$ cat src/rtl/debounce_pkg.sv
package debounce_pkg;

    typedef enum logic [1:0] {
        DBM_OFF       = 2'd0,
        DBM_KEEP_LOW  = 2'd1,
        DBM_KEEP_HIGH = 2'd2,
        DBM_BOTH      = 2'd3
    } dbm_e;

    typedef enum logic {
        LS_IDLE = 1'b0,
        LS_QUAL = 1'b1
    } lane_state_e;

endpackage

$ cat src/rtl/debounce_sync.sv
module debounce_sync #(
    parameter int W = 4
) (
    input  logic         clk,
    input  logic         rst_n,
    input  logic [W-1:0] d_async,
    output logic [W-1:0] q_sync
);
    logic [W-1:0] stage1_q;
    logic [W-1:0] stage2_q;

    always_ff @(posedge clk or negedge rst_n) begin
        if (!rst_n) begin
            stage1_q <= '0;
            stage2_q <= '0;
        end else begin
            stage1_q <= d_async;
            stage2_q <= stage1_q;
        end
    end

    assign q_sync = stage2_q;
endmodule

$ cat src/rtl/debounce_lane.sv
module debounce_lane
    import debounce_pkg::*;
#(
    parameter int CNT_W = 4,
    parameter int UNIT0 = 2,
    parameter int UNIT1 = 8,
    parameter int UNIT2 = 512,
    parameter int UNIT3 = 2048
) (
    input  logic             clk,
    input  logic             rst_n,
    input  logic             tick,
    input  logic             sync_in,
    input  logic [CNT_W-1:0] count,
    input  logic [1:0]       unit_sel,
    input  logic [1:0]       mode,
    output logic             level_out
);
    localparam int PRE_W = (UNIT3 > 1) ? $clog2(UNIT3) : 1;

    lane_state_e      state_q, state_d;
    logic             out_q, out_d;
    logic [PRE_W-1:0] pre_q, pre_d;
    logic [CNT_W-1:0] units_q, units_d;
    logic [CNT_W+1:0] cfg_prev_q;

    logic             mismatch;
    logic             filt;
    logic             cfg_changed;
    logic [PRE_W-1:0] unit_last;

    always_comb begin
        unique case (unit_sel)
            2'd0:    unit_last = PRE_W'(UNIT0 - 1);
            2'd1:    unit_last = PRE_W'(UNIT1 - 1);
            2'd2:    unit_last = PRE_W'(UNIT2 - 1);
            default: unit_last = PRE_W'(UNIT3 - 1);
        endcase
    end

    assign mismatch    = (sync_in != out_q);
    assign cfg_changed = ({count, unit_sel} != cfg_prev_q);

    always_comb begin
        unique case (dbm_e'(mode))
            DBM_OFF:       filt = 1'b0;
            DBM_KEEP_LOW:  filt = sync_in;
            DBM_KEEP_HIGH: filt = !sync_in;
            default:       filt = 1'b1;
        endcase
    end

    // next-state and datapath
    always_comb begin
        state_d = state_q;
        out_d   = out_q;
        pre_d   = pre_q;
        units_d = units_q;
        unique case (state_q)
            LS_IDLE: begin
                if (mismatch) begin
                    if (filt) begin
                        state_d = LS_QUAL;
                        pre_d   = '0;
                        units_d = '0;
                    end else begin
                        out_d = sync_in;
                    end
                end
            end
            LS_QUAL: begin
                if (!mismatch) begin
                    state_d = LS_IDLE;
                end else if (!filt) begin
                    out_d   = sync_in;
                    state_d = LS_IDLE;
                end else if (cfg_changed) begin
                    state_d = LS_IDLE;
                end else if (units_q == count) begin
                    out_d   = sync_in;
                    state_d = LS_IDLE;
                end else if (tick) begin
                    if (pre_q == unit_last) begin
                        pre_d   = '0;
                        units_d = units_q + 1'b1;
                    end else begin
                        pre_d = pre_q + 1'b1;
                    end
                end
            end
            default: state_d = LS_IDLE;
        endcase
    end

    // state register
    always_ff @(posedge clk or negedge rst_n) begin
        if (!rst_n) state_q <= LS_IDLE;
        else        state_q <= state_d;
    end

    // output and timer registers
    always_ff @(posedge clk or negedge rst_n) begin
        if (!rst_n) begin
            out_q      <= 1'b0;
            pre_q      <= '0;
            units_q    <= '0;
            cfg_prev_q <= '0;
        end else begin
            out_q      <= out_d;
            pre_q      <= pre_d;
            units_q    <= units_d;
            cfg_prev_q <= {count, unit_sel};
        end
    end

    assign level_out = out_q;
endmodule

$ cat src/rtl/debounce_bank.sv
module debounce_bank #(
    parameter int NUM_PINS = 4,
    parameter int CNT_W    = 4,
    parameter int UNIT0    = 2,
    parameter int UNIT1    = 8,
    parameter int UNIT2    = 512,
    parameter int UNIT3    = 2048
) (
    input  logic                      clk,
    input  logic                      rst_n,
    input  logic                      rtc_tick,
    input  logic [NUM_PINS-1:0]       pin_raw,
    input  logic [NUM_PINS*CNT_W-1:0] cfg_count,
    input  logic [NUM_PINS*2-1:0]     cfg_unit,
    input  logic [NUM_PINS*2-1:0]     cfg_mode,
    output logic [NUM_PINS-1:0]       debounced
);
    logic [NUM_PINS-1:0] pin_sync;

    debounce_sync #(.W(NUM_PINS)) u_sync (
        .clk     (clk),
        .rst_n   (rst_n),
        .d_async (pin_raw),
        .q_sync  (pin_sync)
    );

    for (genvar i = 0; i < NUM_PINS; i++) begin : g_lane
        debounce_lane #(
            .CNT_W (CNT_W),
            .UNIT0 (UNIT0),
            .UNIT1 (UNIT1),
            .UNIT2 (UNIT2),
            .UNIT3 (UNIT3)
        ) u_lane (
            .clk       (clk),
            .rst_n     (rst_n),
            .tick      (rtc_tick),
            .sync_in   (pin_sync[i]),
            .count     (cfg_count[i*CNT_W +: CNT_W]),
            .unit_sel  (cfg_unit[i*2 +: 2]),
            .mode      (cfg_mode[i*2 +: 2]),
            .level_out (debounced[i])
        );
    end
endmodule

$ cat config.mk
export PLATFORM = sky130hd
export DESIGN_NAME = debounce_bank
export DESIGN_NICKNAME = d
export VERILOG_FILES = /design/src/rtl/debounce_pkg.sv /design/src/rtl/debounce_sync.sv /design/src/rtl/debounce_lane.sv /design/src/rtl/debounce_bank.sv
export SDC_FILE = /design/constraint.sdc
export NUM_CORES = 1
export LEC_CHECK = 0
export BUFFER_PORTS_ARGS = -buffer_cell sky130_fd_sc_hd__clkbuf_2
export CAP_MARGIN = 30
export CORE_UTILIZATION = 62
export CTS_BUF_LIST = sky130_fd_sc_hd__clkbuf_8
export CTS_CLUSTER_DIAMETER = 150
export DETAILED_ROUTE_END_ITERATION = 10
export GPL_TIMING_DRIVEN = 0
export PLACE_DENSITY = 0.82
export SYNTH_ARGS = -nofsm -noshare
export SYNTH_HDL_FRONTEND = slang
export SYNTH_SLANG_ARGS = --single-unit
$ cat constraint.sdc
create_clock -name clk -period 2.5 [get_ports clk]
set_input_delay 0.125 -clock clk [delete_from_list [all_inputs] [get_ports clk]]
set_output_delay 0.125 -clock clk [all_outputs]
set_load 0.005 [all_outputs]
==> results.yml, run 1 <==
global_route:
  antenna_found_initial: 0
  overflow: 0
  grt_max_degree: 55
  track_usage_pct: 26.78
  first_global_vias: 4297
  grt_pass1_wl_um: 19020
sta:
  finalSetupViolations: 0
  max_slew_margin_pct: 55.38
  rsz0062_at_grt: "false"
  clock_skew_ns: 0.006462
  finalCritPeriodShare_pct: 94.59
  max_freq_mhz: 422.9
  setup_ws_ns: 0.1354
  finalCriticalPeriod_ns: 2.365
  max_slew.worst_pin.slew_ns: 0.6693
  drv_slew: 0
  hold_viol: 0
  tns_ns: 0
cts:
  cts_tree: "yes"
  path_clk_slew_ns: 0.09
  insertion_delay_ns: 0.36
  cts_buffers: 9
  clock_sinks: 100
  h-tree-depth: 3
  clk_path_buf_depth: 2
  root_buffer: "clkbuf_8"
  postCtsSetupRepairBufs: 0
die:
  fp-row-count: 33
  core_area_sq_um: 8299
  die_y_um: 94.87
  io_pins: 43
  start_util_pct: 64.44
  die_x_um: 94.87
  fp.dieArea_sq_um: 9000
setup_path:
  critPathMaxFanout: 10
  ff2ff_path_depth: 7
  required_ns: 2.74
  end_kind: "flop"
  worstPathArrival_ns: 2.61
  crit_path_start_kind: "primary input"
  path_class: "primary input to flop"
worst_hold_path:
  hold_path_class: "primary input to flop"
  min_path_cells: 3
synthesis:
  synth_seq_cells: 100
  synth_top_family_by_area: "simple AND/OR/NAND/NOR gates"
  synthAdderAreaFrac_pct: 1.872
  ys_types: 61
  synthesis.area_sq_um: 5348
  synth_most_common_cell: "dfrtp_1"
  synth-warning-count: 0
  synth_xor_area_share_pct: 9.499
  synth-edff-count: 0
  synth-async-reset-ratio_pct: 100.0
  netlist_instances: 546
  synth_simple_gate_area_share_pct: 23.56
  post_synth_mux_area_share_pct: 1.404
  ys_top_cells_by_count: "100 x dfrtp_1, 49 x nand2_1, 43 x nor2_1, 37 x nand3_1, 31 x xnor2_1"
  synth_top_area_cell: "dfrtp_1"
  synth_nets: 593
  synth_top_cell_area_share_pct: 46.79
  synth-main-ff-cell: "dfrtp_1"
  synth_compound_area_share_pct: 14.51
  avgSynthCellArea_sq_um: 9.794
  synthTopCellsByArea: "dfrtp_1 47%, xnor2_1 5.1%, xor2_1 4.4%"
  ys_seq_area_share_pct: 46.79
cells_and_area:
  drive_gt1_share_pct: 12.93
  syn_to_final_growth_pct: 16.64
  fill_cells: 569
  final_cell_area_sq_um: 6237
  num_antenna_cells: 0
  fin_nets: 676
  regArea_sq_um: 2502
  multiInputGateArea_sq_um: 2743
status:
  outcome: "finished clean"
route:
  num_vias: 4485
  drc: 0
  first_iter_violations: 227
  wire_per_inst_um: 15.40
  ant_nets: 0
  routed_wl_um: 11380
  via_per_inst: 6.069
  first_pass_iters: 5
pwr:
  ir_drop_mv: 0.3636
  finalPower_w: 0.003355
  leakage_nw: 2.711
  power_density_nw_per_um2: 537.9
placed_design:
  portBuffers: 42
  dpl_cell_area_sq_um: 5719
  gp_congestion: 0.8719
  post-place-ws_ns: 0.1065
  dp_hpwl_um: 7874
flow_run:
  drv_cap: 0
sequential cells by signal, summed over array words and instances (netlist names):
register / count
g_lane.u_lane.units_q: 16
g_lane.u_lane.cfg_prev_q: 24
u_sync.q_sync: 4
g_lane.u_lane.pre_q: 44
g_lane.u_lane.level_out: 4
g_lane.u_lane.state_q: 4
u_sync.stage1_q: 4
final cells by class:
type | instances | share of cell area (%)
Clock inverter | 5 | 0.8425
Sequential cell | 100 | 40.12
Multi-Input combinational cell | 417 | 43.97
Clock buffer | 11 | 2.427
Buffer | 16 | 1.244
Inverter | 13 | 0.7823
Timing Repair Buffer | 72 | 8.506
Tap cell | 105 | 2.106
final timing paths:
kind                                                      from  slack [ns]                    endpoint
worst max-delay path                             cfg_count[12]        0.14   g_lane[3].u_lane.pre_q[6]
worst min register to register              u_sync.stage1_q[1]        0.35            u_sync.q_sync[1]
max in group asynchronous                                rst_n        1.46   g_lane[1].u_lane.pre_q[8]
min in group asynchronous                                rst_n        0.37   g_lane[2].u_lane.pre_q[7]
worst min-delay path                               cfg_mode[0]        0.05  g_lane[0].u_lane.level_out
worst max register to register  g_lane[3].u_lane.cfg_prev_q[2]        0.22   g_lane[3].u_lane.pre_q[6]
cells by family (layout without fill, tap and decap cells):
kind of cell,count (synthesis),count (layout)
compound gates,110,110
xor+xnor,58,58
fa+ha+maj,8,8
buf+inv,29,117
flops,100,100
mux,7,7
simple gates,234,234
power by group:
part | switching [W] | internal, W | total [W]
clock | 0.000538 | 0.000511 | 0.00105
combinational | 0.000292 | 0.000221 | 0.000512
sequential | 0.0000928 | 0.00170 | 0.00179
total | 0.000922 | 0.00243 | 0.00335
worst max-delay path, cell delays in order:
cell and delay, ns:
dlygate4sd3_1 0.56, clkbuf_2 0.15, xor2_1 0.17, nor4_2 0.45, nand3_1 0.30, a21o_1 0.29
clkbuf_1 0.23, a21oi_1 0.24, o31ai_1 0.10
routing by layer:
layer	vias up	global-route usage, %	routed length, um
met2	126	43.71	5502
met1	2177	35.68	5149
met4	0	8.586	173
met3	18	5.636	552
li1	2164	-	-
met5	-	0	0
layout by cell type, fill, tap and decap left out, types with 3 or more instances in the layout:
master	count
or2_2	4
and2_1	4
nor3b_1	3
mux2i_1	3
o21ai_0	22
o21a_1	4
buf_4	4
dfrtp_1	100
a21boi_0	3
a211o_1	3
a22o_1	13
nor2_1	43
clkbuf_1	10
nand3b_1	5
clkbuf_2	42
o211ai_1	3
or4_1	4
nor3_1	12
mux2_2	4
nor4_1	19
nand3_1	37
a21oi_1	20
nand4_1	10
dlygate4sd3_1	29
nand2_1	49
or3_1	6
xnor2_1	31
inv_1	14
o31ai_1	10
nor4b_1	5
and3_1	15
ha_1	8
clkbuf_8	11
nor2b_1	3
a21o_1	11
xor2_1	27
metrics by stage:
stage,hold WS [ns],cells,util [%]
final,0.04506,739,75.15
after global routing,0.05699,739,75.15
after CTS,0.03638,739,74.87
after detailed placement,0.2211,694,68.91
after global placement,0.2338,693,68.55
after floorplan,-0.1706,546,-
timing repair:
action                                  4_1_cts  5_1_grt
hold endpoints to repair                     74        0
resized for setup                             0        4
hold buffers                                 29        0
endpoints found under the setup margin        0       20
Power figures use the tool's default switching activity.
==> run 2: changes to the inputs <==
ABC_AREA = 1   (was not set)
PLACE_DENSITY = 0.81   (was 0.82)
==> results.yml, run 2 <==
route:
  via_per_inst: 5.197
  ant_nets: 0
  routed_wl_um: 13970
  first_iter_violations: 416
  drc: 0
  num_vias: 6143
  wire_per_inst_um: 11.82
  first_pass_iters: 5
synthesis:
  netlist_instances: 958
  synth-warning-count: 0
  ys_top_cells_by_count: "289 x nand2_1, 124 x inv_1, 105 x nor2_1, 100 x dfrtp_1, 67 x nand3_1"
  synth_most_common_cell: "nand2_1"
  synthTopCellsByArea: "dfrtp_1 38%, nand2_1 16%, inv_1 7.0%"
  synth-async-reset-ratio_pct: 100.0
  synth_top_cell_area_share_pct: 37.74
  synth_seq_cells: 100
  synth-main-ff-cell: "dfrtp_1"
  ys_types: 34
  synth_nets: 1005
  synthesis.area_sq_um: 6631
  synth_top_area_cell: "dfrtp_1"
  avgSynthCellArea_sq_um: 6.922
  ys_seq_area_share_pct: 37.74
  synth-edff-count: 0
setup_path:
  crit_path_cell_trace: "dlygate4sd3_1, clkbuf_2, xor2_1, nor2_1, nand3_1, nand2_1, nand3_4, buf_4, nand2_1, o21ai_0"
  slowest_stage: "dlygate4sd3_1"
  path_class: "primary input to flop"
  critPathMaxFanout: 10
  worstPathArrival_ns: 2.00
  end_kind: "flop"
  required_ns: 2.75
  crit_path_frequent_cell: "nand2_1"
  cp_slowest_stage_delay_ns: 0.54
  crit_path_start_kind: "primary input"
pwr:
  clkPwrFrac_pct: 26.2
  power_density_nw_per_um2: 469.3
  combPwrFrac_pct: 21.5
  ir_drop_mv: 0.2972
  switchingPower_w: 0.001154
  pwr-share-seq_pct: 52.3
  power.internal_w: 0.002366
  leakage_nw: 3.711
  switching_share_pct: 32.78
cells_and_area:
  syn_to_final_growth_pct: 13.11
  final_cell_mix: "289 x nand2_1, 125 x inv_1, 105 x nor2_1"
  num_antenna_cells: 0
  multiInputGateArea_sq_um: 3421
  layout_commonest_cell: "nand2_1"
  fill_cells: 871
  largest_register_ffs: 44
  max_flop_register: "g_lane.u_lane.pre_q"
  largestRegisters: "g_lane.u_lane.pre_q x44, g_lane.u_lane.cfg_prev_q x24, g_lane.u_lane.units_q x16"
  regArea_sq_um: 2502
  drive_gt1_share_pct: 11.95
  fin_nets: 1088
  finalCoreUtilization_pct: 72.33
sta:
  max_freq_mhz: 572.2
  rsz0062_at_grt: "false"
  hold_viol: 0
  clock_skew_ns: 0.007819
  finalCritPeriodShare_pct: 69.91
  finalCriticalPeriod_ns: 1.748
  max_slew_margin_pct: 64.26
  holdWs_ns: 0.1740
  finalSetupViolations: 0
  drv_slew: 0
  max_slew.worst_pin.slew_ns: 0.5360
  tns_ns: 0
cts:
  root_buffer: "clkbuf_8"
  cts_buffers: 9
  path_clk_slew_ns: 0.09
  clock_sinks: 100
  insertion_delay_ns: 0.37
  clk_path_buf_depth: 2
  cts_tree: "yes"
  h-tree-depth: 3
  postCtsSetupRepairBufs: 0
flow_run:
  drv_cap: 0
die:
  fp-row-count: 37
  fp.dieArea_sq_um: 11110
  core_area_sq_um: 10370
  die_x_um: 105.4
  io_pins: 43
  start_util_pct: 63.95
  die_y_um: 105.4
worst_hold_path:
  hold_path_class: "primary input to flop"
status:
  outcome: "finished clean"
placed_design:
  gp_congestion: 0.8817
  dp_hpwl_um: 9965
  portBuffers: 42
global_route:
  grt_pass1_wl_um: 24430
  antenna_found_initial: 0
  overflow: 0
  track_usage_pct: 26.93
  first_global_vias: 5627
  grt_max_degree: 67
==> run 2: power by group through the flow <==
stage	Sequential, W	Combinational [W]	Clock, W
floorplan	0.00183	0.000515	0
global placement	0.00187	0.000699	0
detailed placement	0.00187	0.000719	0
CTS	0.00184	0.000758	0.000946
global route	0.00186	0.000858	0.00101
finish	0.00184	0.000756	0.000924
==> run 2: area by class of cell <==
| cell class | instances | area share, % |
|---|---|---|
| timing repair buffer | 72 | 7.073 |
| inverter | 132 | 6.606 |
| clock inverter | 7 | 0.6005 |
| clock buffer | 9 | 1.651 |
| tap | 136 | 2.269 |
| multi-input combinational | 694 | 45.60 |
| sequential | 100 | 33.36 |
| buffer | 32 | 2.836 |
==> run 2: worst max-delay path, delay by kind of cell <==
kind	cells	cell delay (ns)
xor gates and xnor gates	1	0.17
AOI/OAI and AO/OA	1	0.09
buffers and inverters	3	0.91
and+or+nand+nor	5	0.69
==> run 2: repair_timing <==
item / 4_1_cts / 5_1_grt
hold buffers: 29 / 0
resized for setup: 0 / 0
endpoints found under the hold margin: 62 / 0
==> run 2: path summary, 6_finish.rpt <==
check / startpoint / end / slack (ns) / depth (start not counted)
max reg2reg: g_lane[0].u_lane.pre_q[0] / g_lane[0].u_lane.pre_q[8] / 0.78 / 8
min in group asynchronous: rst_n / g_lane[3].u_lane.cfg_prev_q[1] / 0.28 / 2
max: cfg_unit[2] / g_lane[1].u_lane.pre_q[0] / 0.75 / 10
min reg2reg: u_sync.stage1_q[0] / u_sync.q_sync[0] / 0.36 / 0
min: cfg_mode[6] / g_lane[3].u_lane.state_q / 0.17 / 5
max in group asynchronous: rst_n / g_lane[2].u_lane.pre_q[7] / 1.53 / 3
==> run 2: kinds of logic (layout without fill, tap and decap cells) <==
family                   after synthesis  count (layout)  synth area share [%]
AND/OR/NAND/NOR                      538             538                 35.57
flip-flops                           100             100                 37.74
buffers and inverters                164             252                 10.68
AO/OA/AOI/OAI                         99              99                 8.038
XOR/XNOR                              49              49                 6.472
adder cells (fa/ha/maj)                8               8                 1.509
==> run 2: per-stage QoR <==
stage / setup WS (ns) / instances / total power [W] / cell area [sq um]
2_1_floorplan: 1.042 / 958 / 0.002350 / 6631
6_report: 0.7523 / 1182 / 0.003520 / 7501
3_5_place_dp: 0.8377 / 1137 / 0.002589 / 7042
3_3_place_gp: -0.02322 / 1136 / 0.002566 / 7012
5_1_grt: 0.5881 / 1182 / 0.003730 / 7501
4_1_cts: 0.7536 / 1182 / 0.003542 / 7501
==> run 2: per-layer routing <==
| layer | global-route usage, % | routed length [um] |
|---|---|---|
| met5 | 0 | 0 |
| met4 | 9.859 | 267 |
| met3 | 2.968 | 470 |
| met2 | 46.05 | 6753 |
| met1 | 35.32 | 6478 |
